### config.mk
export PLATFORM = sky130hd
export DESIGN_NAME = vaseg_classifier
export DESIGN_NICKNAME = d
export VERILOG_FILES = /design/src/rtl/vaseg_pkg.sv /design/src/rtl/vaseg_region_decode.sv /design/src/rtl/vaseg_limit_check.sv /design/src/rtl/vaseg_out_stage.sv /design/src/rtl/vaseg_classifier.sv
export SDC_FILE = /design/constraint.sdc
export NUM_CORES = 1
export LEC_CHECK = 0
export BUFFER_PORTS_ARGS = -buffer_cell sky130_fd_sc_hd__buf_2
export CAP_MARGIN = 20
export CORE_UTILIZATION = 39
export DETAILED_ROUTE_END_ITERATION = 10
export PLACE_DENSITY = 0.82
export SLEW_MARGIN = 20
export SYNTH_ARGS = -nofsm -noshare
export SYNTH_HDL_FRONTEND = slang
export SYNTH_HIERARCHICAL = 1
export SYNTH_SLANG_ARGS = --single-unit
### constraint.sdc
create_clock -name clk -period 0.8 [get_ports clk]
set_clock_uncertainty 0.05 [all_clocks]
set_input_delay 0.08 -clock clk [delete_from_list [all_inputs] [get_ports clk]]
set_output_delay 0.08 -clock clk [all_outputs]
set_load 0.01 [all_outputs]
### src/rtl/vaseg_pkg.sv
package vaseg_pkg;

    typedef enum logic [2:0] {
        SEG_USER   = 3'd0,
        SEG_SUPV   = 3'd1,
        SEG_KPHYS  = 3'd2,
        SEG_KMAP   = 3'd3,
        SEG_COMPAT = 3'd4
    } seg_e;

    typedef struct packed {
        seg_e seg;
        logic mapped;
        logic bad;
        logic win_ok;
    } verdict_t;

    localparam logic [63:0] USER_TOP  = 64'h3FFF_FFFF_FFFF_FFFF;
    localparam logic [63:0] SUPV_TOP  = 64'h7FFF_FFFF_FFFF_FFFF;
    localparam logic [63:0] KPHYS_TOP = 64'hBFFF_FFFF_FFFF_FFFF;
    localparam logic [63:0] KMAP_TOP  = 64'hFFFF_FFFF_7FFF_FFFF;
    localparam logic [63:0] KPHYS_OFS = 64'h07FF_FFFF_FFFF_FFFF;

    function automatic logic [63:0] seg_mask(input int unsigned width);
        return {2'b11, 62'd0} | ((64'd1 << width) - 64'd1);
    endfunction

endpackage

### src/rtl/vaseg_region_decode.sv
module vaseg_region_decode
    import vaseg_pkg::*;
(
    input  logic [63:0] va,
    output seg_e        region
);

    always_comb begin
        if (va < USER_TOP) begin
            region = SEG_USER;
        end else if (va < SUPV_TOP) begin
            region = SEG_SUPV;
        end else if (va < KPHYS_TOP) begin
            region = SEG_KPHYS;
        end else if (va < KMAP_TOP) begin
            region = SEG_KMAP;
        end else begin
            region = SEG_COMPAT;
        end
    end

endmodule

### src/rtl/vaseg_limit_check.sv
module vaseg_limit_check
    import vaseg_pkg::*;
#(
    parameter int unsigned SEG_BITS = 40,
    parameter int unsigned PA_BITS  = 36
) (
    input  logic [63:0]        va,
    input  seg_e               region,
    input  logic               ux_en,
    input  logic               sx_en,
    input  logic               kx_en,
    output verdict_t           verdict,
    output logic [PA_BITS-1:0] phys
);

    localparam logic [63:0] MASK      = seg_mask(SEG_BITS);
    localparam logic [63:0] USER_LIM  = USER_TOP & MASK;
    localparam logic [63:0] SUPV_LIM  = SUPV_TOP & MASK;
    localparam logic [63:0] KMAP_LIM  = KMAP_TOP & MASK;
    localparam logic [63:0] PHYS_LIM  = (64'd1 << PA_BITS) - 64'd1;

    logic user_ok;
    logic supv_ok;
    logic kphys_ok;
    logic kmap_ok;

    always_comb begin
        user_ok  = ux_en && (va < USER_LIM);
        supv_ok  = sx_en && (va < SUPV_LIM);
        kphys_ok = kx_en && ((va & KPHYS_OFS) < PHYS_LIM);
        kmap_ok  = kx_en && (va < KMAP_LIM);
    end

    always_comb begin
        verdict.seg    = region;
        verdict.mapped = 1'b0;
        verdict.bad    = 1'b0;
        verdict.win_ok = 1'b0;
        unique case (region)
            SEG_USER: begin
                verdict.mapped = user_ok;
                verdict.bad    = !user_ok;
            end
            SEG_SUPV: begin
                verdict.mapped = supv_ok;
                verdict.bad    = !supv_ok;
            end
            SEG_KPHYS: begin
                verdict.win_ok = kphys_ok;
                verdict.bad    = !kphys_ok;
            end
            SEG_KMAP: begin
                verdict.mapped = kmap_ok;
                verdict.bad    = !kmap_ok;
            end
            SEG_COMPAT: begin
                verdict.mapped = 1'b0;
            end
            default: begin
                verdict.seg = SEG_COMPAT;
            end
        endcase
        phys = verdict.win_ok ? va[PA_BITS-1:0] : '0;
    end

endmodule

### src/rtl/vaseg_out_stage.sv
module vaseg_out_stage
    import vaseg_pkg::*;
#(
    parameter bit          REG_OUT = 1'b1,
    parameter int unsigned PA_BITS = 36
) (
    input  logic               clk,
    input  logic               rst_n,
    input  verdict_t           d_verdict,
    input  logic [PA_BITS-1:0] d_phys,
    output verdict_t           q_verdict,
    output logic [PA_BITS-1:0] q_phys
);

    localparam verdict_t IDLE_VERDICT = '{seg: SEG_COMPAT, mapped: 1'b0,
                                          bad: 1'b0, win_ok: 1'b0};

    generate
        if (REG_OUT) begin : g_reg
            always_ff @(posedge clk or negedge rst_n) begin
                if (!rst_n) begin
                    q_verdict <= IDLE_VERDICT;
                    q_phys    <= '0;
                end else begin
                    q_verdict <= d_verdict;
                    q_phys    <= d_phys;
                end
            end
        end else begin : g_comb
            always_comb begin
                q_verdict = d_verdict;
                q_phys    = d_phys;
            end
        end
    endgenerate

endmodule

### src/rtl/vaseg_classifier.sv
module vaseg_classifier
    import vaseg_pkg::*;
#(
    parameter int unsigned SEG_BITS = 40,
    parameter int unsigned PA_BITS  = 36,
    parameter bit          REG_OUT  = 1'b1
) (
    input  logic               clk,
    input  logic               rst_n,
    input  logic [63:0]        va,
    input  logic               ux_en,
    input  logic               sx_en,
    input  logic               kx_en,
    output logic [2:0]         seg_code,
    output logic               go_mapped,
    output logic               addr_bad,
    output logic               phys_valid,
    output logic [PA_BITS-1:0] phys_addr,
    output logic               perm_rd,
    output logic               perm_wr
);

    seg_e               region;
    verdict_t           verdict_c;
    verdict_t           verdict_q;
    logic [PA_BITS-1:0] phys_c;

    vaseg_region_decode u_decode (
        .va     (va),
        .region (region)
    );

    vaseg_limit_check #(
        .SEG_BITS (SEG_BITS),
        .PA_BITS  (PA_BITS)
    ) u_limit (
        .va      (va),
        .region  (region),
        .ux_en   (ux_en),
        .sx_en   (sx_en),
        .kx_en   (kx_en),
        .verdict (verdict_c),
        .phys    (phys_c)
    );

    vaseg_out_stage #(
        .REG_OUT (REG_OUT),
        .PA_BITS (PA_BITS)
    ) u_out (
        .clk       (clk),
        .rst_n     (rst_n),
        .d_verdict (verdict_c),
        .d_phys    (phys_c),
        .q_verdict (verdict_q),
        .q_phys    (phys_addr)
    );

    always_comb begin
        seg_code   = verdict_q.seg;
        go_mapped  = verdict_q.mapped;
        addr_bad   = verdict_q.bad;
        phys_valid = verdict_q.win_ok;
        perm_rd    = verdict_q.win_ok;
        perm_wr    = verdict_q.win_ok;
    end

    // Port-level checks on the combined outputs
    assert_mapped_bad_exclusive_R6: assert property (
        @(posedge clk) disable iff (!rst_n)
        !(go_mapped && addr_bad));

    assert_code_in_range_R6: assert property (
        @(posedge clk) disable iff (!rst_n)
        seg_code <= 3'd4);

    assert_window_grant_R3: assert property (
        @(posedge clk) disable iff (!rst_n)
        phys_valid |-> (seg_code == 3'd2) && perm_rd && perm_wr && !go_mapped);

    assert_compat_quiet_R5: assert property (
        @(posedge clk) disable iff (!rst_n)
        (seg_code == 3'd4) |-> (!go_mapped && !addr_bad && !phys_valid));

    generate
        if (REG_OUT) begin : g_seq_chk
            assert_user_disabled_bad_R1: assert property (
                @(posedge clk) disable iff (!rst_n)
                ((va < USER_TOP) && !ux_en) |=> (addr_bad && seg_code == 3'd0));

            assert_kmap_disabled_bad_R4: assert property (
                @(posedge clk) disable iff (!rst_n)
                ((va >= KPHYS_TOP) && (va < KMAP_TOP) && !kx_en) |=> addr_bad);

            assert_latency_follow_R7: assert property (
                @(posedge clk) disable iff (!rst_n)
                ($past(rst_n) && (region == SEG_COMPAT)) |=> (seg_code == 3'd4));
        end else begin : g_comb_chk
            assert_user_disabled_bad_R1: assert property (
                @(posedge clk) disable iff (!rst_n)
                ((va < USER_TOP) && !ux_en) |-> (addr_bad && seg_code == 3'd0));

            assert_kmap_disabled_bad_R4: assert property (
                @(posedge clk) disable iff (!rst_n)
                ((va >= KPHYS_TOP) && (va < KMAP_TOP) && !kx_en) |-> addr_bad);
        end
    endgenerate

endmodule

=== After elaboration in Yosys (flattened, before gate mapping) ===
Cells that the tools add are included.
W data, S select, Z words.

* Register bits after elaboration: 42
* Output and inout port bits: 44
* Word-level logic and storage cells: 36

* $lt $le $gt $ge: 8
* Eq/ne operators: 4
* Mux-type cells: 9
* Reductions and logical operators: 10

{| class="wikitable"
|+ Operators with widths
! operator !! number
|-
| $lt A64 B64 Y1 const B || 3
|-
| $lt A64 B63 Y1 const B || 2
|-
| $lt A64 B40 Y1 const B || 1
|-
| $lt A64 B62 Y1 const B || 1
|-
| $lt A59 B36 Y1 const B || 1
|-
| $mux W36 || 1
|-
| $mux W3 || 5
|-
| $eq A3 B2 Y1 const B || 2
|-
| $reduce_or A5 Y1 || 1
|-
| $logic_and A1 B1 Y1 || 4
|-
| $logic_not A1 Y1 || 4
|-
| $pmux W1 S4 || 1
|-
| $eq A3 B1 Y1 const B || 1
|-
| $eq A3 B3 Y1 const B || 1
|-
| $logic_not A3 Y1 || 1
|-
| $pmux W1 S3 || 1
|-
| $mux W1 || 1
|}

=== Longest topological paths before layout ===
Gate-level depths: netlist of run 1.

* Depth in word-level cells: 8
* Gate-level depth with buffers: 11

=== Hierarchy ===
The synthesis of run 1 kept the hierarchy.

{| class="wikitable"
|+ By module, submodules not included
! module !! instances !! cells an instance !! area an instance (um2) !! seq. area each (um2)
|-
| vaseg_out_stage || 1 || 42 || 1,052.3 || 1,052.3
|-
| vaseg_limit_check || 1 || 102 || 634.4 || 0.0
|-
| vaseg_region_decode || 1 || 32 || 212.7 || 0.0
|-
| vaseg_classifier || 1 || 2 || 15.0 || 0.0
|}

=== Worst setup path after synthesis of run 1 ===
No wires, ideal clock.

* Kind: in2reg
* Start point: input va[47]
* End point: register u_out.q_phys[25]
* Data arrival time: 1,967 ps
* Slack: -1,281 ps
* Cell stages on the path: 11
* Cell sequence: nand4_1 nor4_2 nand3_1 or3_1 o21ai_0 and2_2 nand2_1 nor3_2 o2111a_2 clkbuf_2 and2_2

* Longest elaborated chain between the ends: 8
* Elaborated cells on any way between the ends: 13

{| class="wikitable"
|+ Ends and longest elaborated chain
! element !! line !! source
|-
| start: declaration || vaseg_classifier.sv:10 || <nowiki>input logic [63:0] va,</nowiki>
|-
| $lt A64 B64 Y1 || vaseg_region_decode.sv:15 || <nowiki>end else if (va < KMAP_TOP) begin</nowiki>
|-
| $mux W3 || vaseg_region_decode.sv:15 ||
|-
| $mux W3 || vaseg_region_decode.sv:13 || <nowiki>end else if (va < KPHYS_TOP) begin</nowiki>
|-
| $mux W3 || vaseg_region_decode.sv:11 || <nowiki>end else if (va < SUPV_TOP) begin</nowiki>
|-
| $mux W3 (*) || vaseg_region_decode.sv:9 || <nowiki>if (va < USER_TOP) begin</nowiki>
|-
| via region[1] || vaseg_classifier.sv:23 || <nowiki>seg_e region;</nowiki>
|-
| $eq A3 B2 Y1 (*) || vaseg_limit_check.sv:39 || <nowiki>unique case (region)</nowiki>
|-
| $mux W1 (*) || vaseg_limit_check.sv:39 ||
|-
| $mux W36 (*) || vaseg_limit_check.sv:63 || <nowiki>phys = verdict.win_ok ? va[PA_BITS-1:0] : '0;</nowiki>
|-
| via phys_c[25] || vaseg_classifier.sv:26 || <nowiki>logic [PA_BITS-1:0] phys_c;</nowiki>
|-
| end signal: assignment || vaseg_out_stage.sv:26 || <nowiki>q_phys <= d_phys;</nowiki>
|-
| end: declaration || vaseg_out_stage.sv:12 || <nowiki>output logic [PA_BITS-1:0] q_phys</nowiki>
|}

The timed path passes the listed nets; every way through them passes the cells marked *.

==> key figures, run 1 <==
Status
  – Outcome: complete, but fails checks
  – Failing checks: DRC, setup timing

Logic synthesis
  – XOR/XNOR Fraction of Synth Area: 0%
  – Synth Warn #: 6
  – Syn Nets: 247
  – Post-Synth Adder-Cell Area: 0%
  – Mux share of post-synthesis cell area: 0%
  – FF+latch count, synth: 42
  – Count of different cell masters after synthesis: 35
  – Synth Area in Simple Gates: 36.93%
  – Mapped cell area: 1914 um2
  – Top post-synthesis cells by area: dfrtp_1 (54%), and2_1 (11%), nand4_1 (8.8%)
  – Part of the Yosys area used for sequential elements: 54.97%
  – Yosys top cell by area: dfrtp_1
  – Syn Area/Cell: 10.75 um2
  – Combinational family with the most area after synthesis: simple AND/OR/NAND/NOR gates
  – Mapped Cells: 178
  – Synth top area share: 53.59%
  – Synth Area in Compound Gates: 5.752%

Clocking
  – Sink Count: 42
  – H-Tree Depth: 2
  – Number of CTS-inserted buffers: 5
  – Clk pin slew, worst setup/hold paths: 0.07 ns
  – Clock tree from TritonCTS: built
  – CTS max path bufs: 2
  – Clk Tree Root Cell: clkbuf_8

Placement
  – Cell Area, Placed: 3080 um2
  – Placer Congestion: 0.8701
  – Post-DP HPWL: 4645 um
  – Place WS: -1.618 ns
  – IO buf count: 112

Global route
  – Global-route wire length before repair: 9480 um
  – Pin count of the biggest net entering global routing: 43
  – Initial antenna violation count: 0
  – Vias in the first global route: 2150
  – Total gr overflow: 0
  – Gr usage total: 24.07%

Timing
  – RSZ-0062 raised after global routing: true
  – Slew Limit Fails: 0
  – Final Hold Viols: 0
  – PnR worst setup slack: -1.323 ns
  – Fmax: 471.1 MHz
  – Tmin final: 2.123 ns
  – Tightest Pin Transition: 0.4166 ns
  – Max_slew headroom: 71.97%
  – Final hold slack: 0.05489 ns
  – Crit share post-route: 265.3%
  – Final setup viols: 86

Drt
  – Mean routed wirelength per cell: 15.25 um
  – # DRC: 2
  – Routed Wire Length: 6739 um
  – Via density: 5.204
  – Detail Route Antenna Nets: 0
  – DRT iter0 DRCs: 130
  – Initial DRT Pass Iterations: 9
  – Via count: 2300

Hold path
  – HP Class: input pin to register
  – Worst hold endpoint: u_out/q_phys[4]
  – Hold path depth: 3
  – Worst hold path startpoint: va[4]

Setup path
  – Max stage delay cell, worst path: or3_1
  – Crit-path cells: buf_6, nand4_1, nor4_4, nand3_1, or3_1, o21ai_2, and2_4, nand2_2, nor3_2, o2111a_2, buf_12, and2_1
  – Crit path from: va[6]
  – Critical path's largest stage delay: 0.38 ns
  – Arr. time, crit path: 2.30 ns
  – CP required: 0.98 ns
  – Type of the worst setup path: input pin to register
  – Worst-path maximum fanout: 20
  – Crit. End Element: register
  – Startpoint types: input pin

Floorplan
  – Die width: 72.06 um
  – Core ar.: 4723 um2
  – # IOs: 113
  – Site row count: 25
  – Die height: 72.06 um
  – Initial Utilization: 40.53%
  – Die area: 5193 um2

Final layout
  – Fin util: 74.73%
  – Ratio of cells with drive above 1 in the final layout: 59.73%
  – Area Growth Syn to Fin: 84.38%
  – Ant diodes: 0
  – Area occupied by multi-input gates: 930.9 um2
  – Storage element area: 1052 um2
  – Number of fill cells: 319
  – Design Area, Final: 3530 um2
  – Nets: 443

Pwr
  – Leakage: 1.848 nW
  – Pwr dens: 1226 nW/um2
  – Peak VDD IR: 0.6470 mV

Job
  – Max Cap Violations: 0
## cell usage after synthesis (all sizes together)
library cell and n:
dfrtp 41, and2 37, nand4 28, nor4 12, nand3 11, nand2 7
nor3 5, a21oi 3, buf 3, clkbuf 3, inv 3, nor2 3
o21ai 3, or4 3, and4 2, o211ai 2, o21a 2, a211oi 1
a31oi 1, a32o 1, and3 1, dfstp 1, nand4b 1, nor2b 1
o2111a 1, o32a 1, or3 1
## worst max-delay path: cells and delay by family
| family | cells | cell delay, ns |
|---|---|---|
| AND/OR/NAND/NOR | 8 | 1.59 |
| buffers and inverters | 2 | 0.22 |
| AO/OA/AOI/OAI | 2 | 0.40 |
## layer usage
metal	vias up	share of wire, %	track usage (%)
met2	142	55	44.96
met3	22	6.2	4.167
met4	0	3.2	12.42
li1	1063	-	-
met5	-	0	0
met1	1073	36	25.81
## stage by stage
stage               setup TNS (ns)  power, W  std cells
CTS                         -53.43  0.004276        439
detailed placement          -63.98  0.002820        419
global placement            -59.14  0.002799        419
global route                -64.24  0.004483        442
finish                      -57.78  0.004326        442
floorplan                   -47.24  0.002276        178
## how the worst max path moves through the flow
stage                  endpoint  slack, ns  cells after the start
6_report        u_out/q_phys[0]      -1.32                     12
2_1_floorplan  u_out/q_phys[25]      -1.22                     11
4_1_cts         u_out/q_phys[0]      -1.23                     12
3_3_place_gp   u_out/q_phys[27]      -1.48                     12
5_1_grt         u_out/q_phys[0]      -1.46                     12
3_5_place_dp    u_out/q_phys[0]      -1.62                     12
## report_power, final
| part | switching (W) | internal, W |
|---|---|---|
| clock network | 0.000710 | 0.000693 |
| logic | 0.000342 | 0.000445 |
| registers | 0.00000317 | 0.00213 |
| total | 0.00106 | 0.00327 |
## what timing repair did
item	4_1_cts	5_1_grt
buffers inserted	6	4
resized for setup	18	23
pin swaps	6	13
hold buffers	6	0
hold endpoints to repair	47	0
setup endpoints to repair	86	86
## cell families after synthesis
logic type | after synthesis
AND/OR/NAND/NOR | 112
flip-flops | 42
AO/OA/AOI/OAI | 15
buffers and inverters | 9
## cells in the final DEF (no fill, tap or decap), drive strengths merged, types with 2 or more instances in the layout
cell         synthesis  final
nor2                 3      3
nand4               28     28
and4                 2      2
nand3               11     11
o211ai               2      2
a21oi                3      3
clkbuf               3      6
dlygate4sd3          0      6
and2                37     37
nand2                7      7
o21ai                3      3
dfrtp               41     41
buf                  3    189
o21a                 2      2
nor4                12     12
nor3                 5      5
or4                  3      3
inv                  3      3
## state kept, by name, indices dropped and copies added (netlist names)
signal	cells
u_out/q_phys	36
u_out/q_verdict	6
## final cells by class
type | instances | share of cell area (%)
repair buffers | 195 | 38.43
flip-flops and latches | 42 | 29.81
multi-input cells | 127 | 26.37
well taps | 67 | 2.375
clock buffers | 6 | 2.340
clock inverters | 2 | 0.3545
inverters | 3 | 0.3190
Power figures use the tool's default switching activity.
==> run 2, diff against run 1 <==
==> constraint.sdc (replaced) <==
create_clock -name clk -period 0.8 [get_ports clk]
set_clock_uncertainty 0.05 [all_clocks]
set_input_delay 0 -clock clk [delete_from_list [all_inputs] [get_ports clk]]
set_output_delay 0 -clock clk [all_outputs]
set_load 0.01 [all_outputs]
==> run 2 against run 1 <==
Against the previous run:
- count of clock-buffer cells in the layout grew 1
- via count grew 8.8%
- sequential share of layout area shrank 2.9 points
- first-iteration DRC count grew 76%
- routed wire length grew 19%
- flip-flop and latch count is the same
- fmax shrank 0.61%
- cell count grew 6.3%
- non-clock buffer count grew 28
- critical path depth is the same
- total power grew 9.6%
- largest cell class unchanged
- the run ends with DRC, hold timing, setup timing left
- critical endpoint is now u_out/q_verdict[2]
==> key figures, run 2 (same netlist as run 1, synthesis figures left out) <==
Final layout
  – Nets: 471 (was 443)
  – Fin util: 82.68% (was 74.73%)
  – Number of fill cells: 253 (was 319)
  – Ant diodes: 0 (unchanged)
  – Commonest non-fill, non-tap cells in the layout: buf_2 (85), buf_4 (78), dfrtp_1 (41), and2_1 (30) (was buf_2 (94), buf_4 (72), dfrtp_1 (41), and2_1 (35), nand4_1 (27))
  – Registers with the most flip-flops: u_out/q_phys (36), u_out/q_verdict (6) (unchanged)
  – Ratio of cells with drive above 1 in the final layout: 57.57% (was 59.73%)
  – Biggest register: u_out/q_phys (unchanged)
  – Area Growth Syn to Fin: 104.0% (was 84.38%)
  – Max FFs per register: 36 (unchanged)
  – Commonest non-fill, non-tap cell in the layout: buf_2 (unchanged)

Floorplan
  – Initial Utilization: 40.53% (unchanged)
  – Die height: 72.06 um (unchanged)
  – Die width: 72.06 um (unchanged)
  – Die area: 5193 um2 (unchanged)
  – # IOs: 113 (unchanged)
  – Core ar.: 4723 um2 (unchanged)
  – Site row count: 25 (unchanged)

Global route
  – Vias in the first global route: 2389 (was 2150)
  – Total gr overflow: 0 (unchanged)
  – Pin count of the biggest net entering global routing: 43 (unchanged)
  – Gr usage total: 29.86% (was 24.07%)
  – Initial antenna violation count: 0 (unchanged)
  – Global-route wire length before repair: 11570 um (was 9480 um)

Timing
  – Slew Limit Fails: 0 (unchanged)
  – Fmax: 468.3 MHz (was 471.1 MHz)
  – Tightest Pin Transition: 0.3984 ns (was 0.4166 ns)
  – Final hold slack: -0.001029 ns (was 0.05489 ns)
  – Max_slew headroom: 73.19% (was 71.97%)
  – Crit share post-route: 266.9% (was 265.3%)
  – RSZ-0062 raised after global routing: true (unchanged)
  – Tmin final: 2.136 ns (was 2.123 ns)
  – Final setup viols: 86 (unchanged)
  – PnR worst setup slack: -1.336 ns (was -1.323 ns)
  – Final Hold Viols: 1 (was 0)

Clocking
  – Clk pin slew, worst setup/hold paths: 0.08 ns (was 0.07 ns)
  – Clock tree from TritonCTS: built (unchanged)
  – Sink Count: 42 (unchanged)
  – H-Tree Depth: 2 (unchanged)
  – Clk Tree Root Cell: clkbuf_8 (unchanged)
  – CTS max path bufs: 2 (unchanged)
  – Number of CTS-inserted buffers: 5 (unchanged)

Drt
  – Mean routed wirelength per cell: 17.02 um (was 15.25 um)
  – DRT iter0 DRCs: 229 (was 130)
  – Detail Route Antenna Nets: 0 (unchanged)
  – Via count: 2503 (was 2300)
  – Via density: 5.326 (was 5.204)
  – Routed Wire Length: 7998 um (was 6739 um)
  – Initial DRT Pass Iterations: 10 (was 9)
  – # DRC: 2 (unchanged)

Setup path
  – Crit. End Element: register (unchanged)
  – CP required: 0.95 ns (was 0.98 ns)
  – Startpoint types: input pin (unchanged)
  – Type of the worst setup path: input pin to register (unchanged)
  – Arr. time, crit path: 2.29 ns (was 2.30 ns)
  – Worst-path maximum fanout: 3 (was 20)

Pwr
  – Logic gate share of total power: 18.9% (was 18.2%)
  – Sequential power share: 45.1% (was 49.4%)
  – Leakage: 2.012 nW (was 1.848 nW)
  – Sw power: 0.001144 W (was 0.001055 W)
  – Pwr dens: 1214 nW/um2 (was 1226 nW/um2)
  – Peak VDD IR: 1.032 mV (was 0.6470 mV)
  – Clock power frac: 36.0% (was 32.4%)
  – Internal power: 0.003597 W (was 0.003271 W)
  – Net Sw Frac: 24.12% (was 24.39%)
  – Post-route total power: 0.004741 W (was 0.004326 W)

Hold path
  – Worst hold endpoint: u_out/q_phys[23] (was u_out/q_phys[4])
  – HP Class: input pin to register (unchanged)
  – Hold path depth: 3 (unchanged)
  – Worst hold path startpoint: va[23] (was va[4])

Job
  – Max Cap Violations: 0 (unchanged)

Status
  – Outcome: complete, but fails checks (unchanged)
  – Failing checks: DRC, hold timing, setup timing (was DRC, setup timing)

Placement
  – Placer Congestion: 0.8702 (was 0.8701)
  – Post-DP HPWL: 4646 um (was 4645 um)
  – IO buf count: 112 (unchanged)
-- run 2: cell types whose count changed in the layout (fill, tap and decap cells not counted), moves of 5 or more --
cell           before  now
and2_4              1    6
buf_6              20   27
and2_1             35   30
dlygate4sd3_1       6   27
buf_2              94   85
buf_4              72   78
-- run 2: area by class of cell --
cell class	instances	area [um2]	share of cell area, %
repair buffers	223	1720	44.06
clock buffers	7	76.32	1.954
clock inverters	1	30.03	0.7690
well taps	67	83.83	2.147
inverters	3	11.26	0.2884
flip-flops and latches	42	1052	26.95
multi-input cells	127	930.9	23.84
-- run 2: power groups by stage --
stage	registers, W	logic, W	clock network (W)
global placement	0.00218	0.000622	0
floorplan	0.00219	0.0000900	0
global route	0.00214	0.000958	0.00180
CTS	0.00214	0.000812	0.00164
finish	0.00214	0.000898	0.00170
detailed placement	0.00218	0.000641	0
-- run 2: layer usage --
layer  share of wire [%]  vias to the layer above  track usage (%)
met5                   0                        -                0
met4                 3.2                        0            13.51
met3                 7.5                       28            6.528
met2                  51                      162            54.72
met1                  38                     1197            32.83
li1                    -                     1116                -
-- run 2: timing repair --
action | in CTS | in global routing
resized for setup | 31 | 20
hold buffers | 24 | 3
setup endpoints to repair | 86 | 86
gates cloned | 2 | 0
endpoints found under the hold margin | 65 | 3
pin swaps | 8 | 2
buffers inserted | 11 | 4
-- run 2: critical path, stage by stage --
cell and delay, ns:
buf_6 0.08, nand4_1 0.19, nor4_4 0.32, buf_4 0.18, a21oi_2 0.07, nor2_1 0.27, o21ai_4 0.10, nor2_2 0.15
nand3_1 0.10, o32a_1 0.33, o21a_1 0.20, a211oi_1 0.30
-- run 2: worst max-delay path by stage --
| stage | start | to | depth (start not counted) |
|---|---|---|---|
| 6_report | va[19] | u_out/q_verdict[2] | 12 |
| 3_5_place_dp | va[40] | u_out/q_phys[0] | 12 |
| 4_1_cts | va[56] | u_out/q_phys[16] | 13 |
| 2_1_floorplan | va[48] | u_out/q_phys[25] | 11 |
| 5_1_grt | va[13] | u_out/q_verdict[2] | 12 |
| 3_3_place_gp | va[40] | u_out/q_phys[27] | 12 |
-- run 2: stage by stage --
stage	TNS, ns	cell area [um2]	cells	setup WS (ns)
finish	-52.46	3905	470	-1.336
global route	-55.29	3905	470	-1.462
CTS	-47.68	3749	464	-1.168
detailed placement	-60.74	3080	419	-1.543
global placement	-55.78	3080	419	-1.398
floorplan	-43.88	1942	178	-1.142
==> run 3, diff against run 2 <==
--- a/config.mk
+++ b/config.mk
@@ -7,7 +7,9 @@
 export LEC_CHECK = 0
 export BUFFER_PORTS_ARGS = -buffer_cell sky130_fd_sc_hd__buf_2
 export CAP_MARGIN = 20
+export CORE_MARGIN = 2
 export CORE_UTILIZATION = 39
+export CTS_BUF_LIST = sky130_fd_sc_hd__clkbuf_8 sky130_fd_sc_hd__clkbuf_16
 export DETAILED_ROUTE_END_ITERATION = 10
 export PLACE_DENSITY = 0.82
 export SLEW_MARGIN = 20
==> constraint.sdc (replaced) <==
create_clock -name clk -period 1.77 [get_ports clk]
set_clock_uncertainty 0.05 [all_clocks]
set_input_delay 0 -clock clk [delete_from_list [all_inputs] [get_ports clk]]
set_output_delay 0 -clock clk [all_outputs]
set_load 0.01 [all_outputs]
==> run 3 against run 2 <==
Against the previous run:
- the run ends with setup timing left
- die area increased by 5.6%
- critical path depth increased by 1
- first-iteration DRC count decreased by 46%
- sequential power decreased by 55%
- final area decreased by 7.6%
- combinational power decreased by 60%
- via count decreased by 7.3%
- cell count decreased by 4.3%
- flip-flop and latch count unchanged
- critical path type unchanged
- largest power group unchanged
==> key figures, run 3 (same netlist as run 1, synthesis figures left out) <==
Final layout
  – Area Growth Syn to Fin: 88.43% (was 104.0%)
  – Ant diodes: 0 (unchanged)
  – Nets: 451 (was 471)
  – Number of fill cells: 302 (was 253)
  – Non-Filler Instances: 450 (was 470)
  – Max FFs per register: 36 (unchanged)
  – Biggest register: u_out/q_phys (unchanged)
  – Storage element area: 1052 um2 (unchanged)
  – Registers with the most flip-flops: u_out/q_phys (36), u_out/q_verdict (6) (unchanged)
  – Ratio of cells with drive above 1 in the final layout: 57.44% (was 57.57%)
  – Commonest non-fill, non-tap cell in the layout: buf_2 (unchanged)
  – Area occupied by multi-input gates: 947.2 um2 (was 930.9 um2)
  – Commonest non-fill, non-tap cells in the layout: buf_2 (98), buf_4 (72), dfrtp_1 (41), and2_1 (35), nand4_1 (27) (was buf_2 (85), buf_4 (78), dfrtp_1 (41), and2_1 (30))

Clocking
  – CTS max path bufs: 2 (unchanged)
  – Clk pin slew, worst setup/hold paths: 0.07 ns (was 0.08 ns)
  – Number of CTS-inserted buffers: 5 (unchanged)
  – Clk Tree Root Cell: clkbuf_8 (unchanged)
  – H-Tree Depth: 2 (unchanged)
  – Clock tree from TritonCTS: built (unchanged)
  – Sink Count: 42 (unchanged)

Global route
  – Vias in the first global route: 2258 (was 2389)
  – Total gr overflow: 0 (unchanged)
  – Global-route wire length before repair: 9597 um (was 11570 um)
  – Pin count of the biggest net entering global routing: 38 (was 43)
  – Initial antenna violation count: 0 (unchanged)
  – Gr usage total: 22.90% (was 29.86%)

Drt
  – DRT iter0 DRCs: 124 (was 229)
  – Routed Wire Length: 6730 um (was 7998 um)
  – # DRC: 0 (was 2)
  – Mean routed wirelength per cell: 14.96 um (was 17.02 um)
  – Initial DRT Pass Iterations: 4 (was 10)
  – Via count: 2321 (was 2503)
  – Detail Route Antenna Nets: 0 (unchanged)
  – Via density: 5.158 (was 5.326)

Floorplan
  – Die width: 74.06 um (was 72.06 um)
  – Die height: 74.06 um (was 72.06 um)
  – Initial Utilization: 40.53% (unchanged)
  – Site row count: 25 (unchanged)
  – Core ar.: 4723 um2 (unchanged)
  – # IOs: 113 (unchanged)
  – Die area: 5485 um2 (was 5193 um2)

Setup path
  – Crit path from: va[48] (was va[19])
  – Startpoint types: input pin (unchanged)
  – CP required: 1.90 ns (was 0.95 ns)
  – Type of the worst setup path: input pin to register (unchanged)
  – Crit. End Element: register (unchanged)
  – Arr. time, crit path: 2.13 ns (was 2.29 ns)
  – Worst-path maximum fanout: 3 (unchanged)
  – End of the critical path: u_out/q_verdict[1] (was u_out/q_verdict[2])

Pwr
  – Peak VDD IR: 0.4647 mV (was 1.032 mV)
  – Pwr dens: 566.7 nW/um2 (was 1214 nW/um2)
  – Leakage: 1.895 nW (was 2.012 nW)

Placement
  – Post-DP HPWL: 4521 um (was 4646 um)
  – Place WS: -0.5199 ns (was -1.543 ns)
  – Placer Congestion: 0.8803 (was 0.8702)
  – IO buf count: 112 (unchanged)
  – Placed cells: 412 (was 419)

Timing
  – Tightest Pin Transition: 0.7758 ns (was 0.3984 ns)
  – Max_slew headroom: 47.80% (was 73.19%)
  – Sum of negative setup slack: -8.301 ns (was -52.46 ns)
  – PnR worst setup slack: -0.2335 ns (was -1.336 ns)
  – Final Hold Viols: 0 (was 1)
  – Tmin final: 2.004 ns
  – Fmax: 499.1 MHz
  – Slew Limit Fails: 0 (unchanged)
  – Final setup viols: 39 (was 86)
  – RSZ-0062 raised after global routing: true (unchanged)
  – Crit share post-route: 113.2%

Status
  – Failing checks: setup timing (was DRC, hold timing, setup timing)
  – Outcome: complete, but fails checks (unchanged)

Job
  – Max Cap Violations: 0 (unchanged)

Hold path
  – HP Class: input pin to register (unchanged)
==> run 3: changes by cell type in the layout (fill, tap and decap cells not counted), moves of 3 or more <==
cell / change
buf_4: -6
buf_6: -14
and2_4: -5
buf_12: -3
buf_2: +13
and2_1: +5
dlygate4sd3_1: -9
==> run 3: timing repair <==
| action | 4_1_cts | 5_1_grt |
|---|---|---|
| endpoints found under the hold margin | 58 | 0 |
| buffers inserted | 7 | 4 |
| setup endpoints to repair | 39 | 39 |
| hold buffers | 18 | 0 |
| pin swaps | 9 | 8 |
| gates resized for setup | 21 | 20 |
| gates cloned | 0 | 1 |
==> run 3: through the flow <==
stage | hold WS (ns) | power [W] | util [%] | instance area (um2)
2_1_floorplan | -0.3456 | 0.001029 | - | 1942
3_3_place_gp | -0.1618 | 0.001259 | 63.58 | 3003
3_5_place_dp | -0.1598 | 0.001267 | 63.58 | 3003
4_1_cts | 0.005094 | 0.002029 | 73.22 | 3458
5_1_grt | 0.008715 | 0.002116 | 76.37 | 3607
6_report | 0.01082 | 0.002044 | 76.37 | 3607
==> run 3: power by group <==
| group | switching, W | internal [W] |
|---|---|---|
| clock network | 0.000305 | 0.000415 |
| logic | 0.000155 | 0.000204 |
| registers | 0.00000115 | 0.000964 |
| total | 0.000461 | 0.00158 |
==> run 3: final cells by class <==
type / instances / area share (%)
Clock buffer: 5 / 1.908
Clock inverter: 3 / 1.145
Inverter: 3 / 0.3122
Multi-Input combinational cell: 127 / 26.26
Sequential cell: 42 / 29.17
Tap cell: 67 / 2.324
Timing Repair Buffer: 203 / 38.88
==> run 3: worst min path at each step <==
stage | start | cells past startpoint | to | slack [ns]
2_1_floorplan | rst_n | 0 | u_out/q_phys[0] | -0.35
3_3_place_gp | rst_n | 1 | u_out/q_phys[24] | -0.16
3_5_place_dp | rst_n | 1 | u_out/q_phys[24] | -0.16
4_1_cts | va[4] | 3 | u_out/q_phys[4] | 0.005
5_1_grt | va[4] | 3 | u_out/q_phys[4] | 0.009
6_report | va[4] | 3 | u_out/q_phys[4] | 0.01
==> run 3: metal layers <==
metal  track usage [%]  wire length [um]  vias up  share of wire (%)
li1                  -                 -     1075                  -
met1             24.27              2510     1106                 37
met4             9.495               179        0                2.7
met3             4.336               392       19                5.8
met5                 0                 0        -                  0
met2             43.95              3649      121                 54
==> run 3: critical path: stages <==
cell and delay, ns:
buf_2 0.09, nand4_1 0.14, nor4_4 0.33, nand3_2 0.14
buf_4 0.17, nor2_4 0.13, o21ai_4 0.06, buf_4 0.15
nor2_4 0.09, nand3_2 0.07, o32a_1 0.34, o21a_1 0.18
a32o_2 0.22
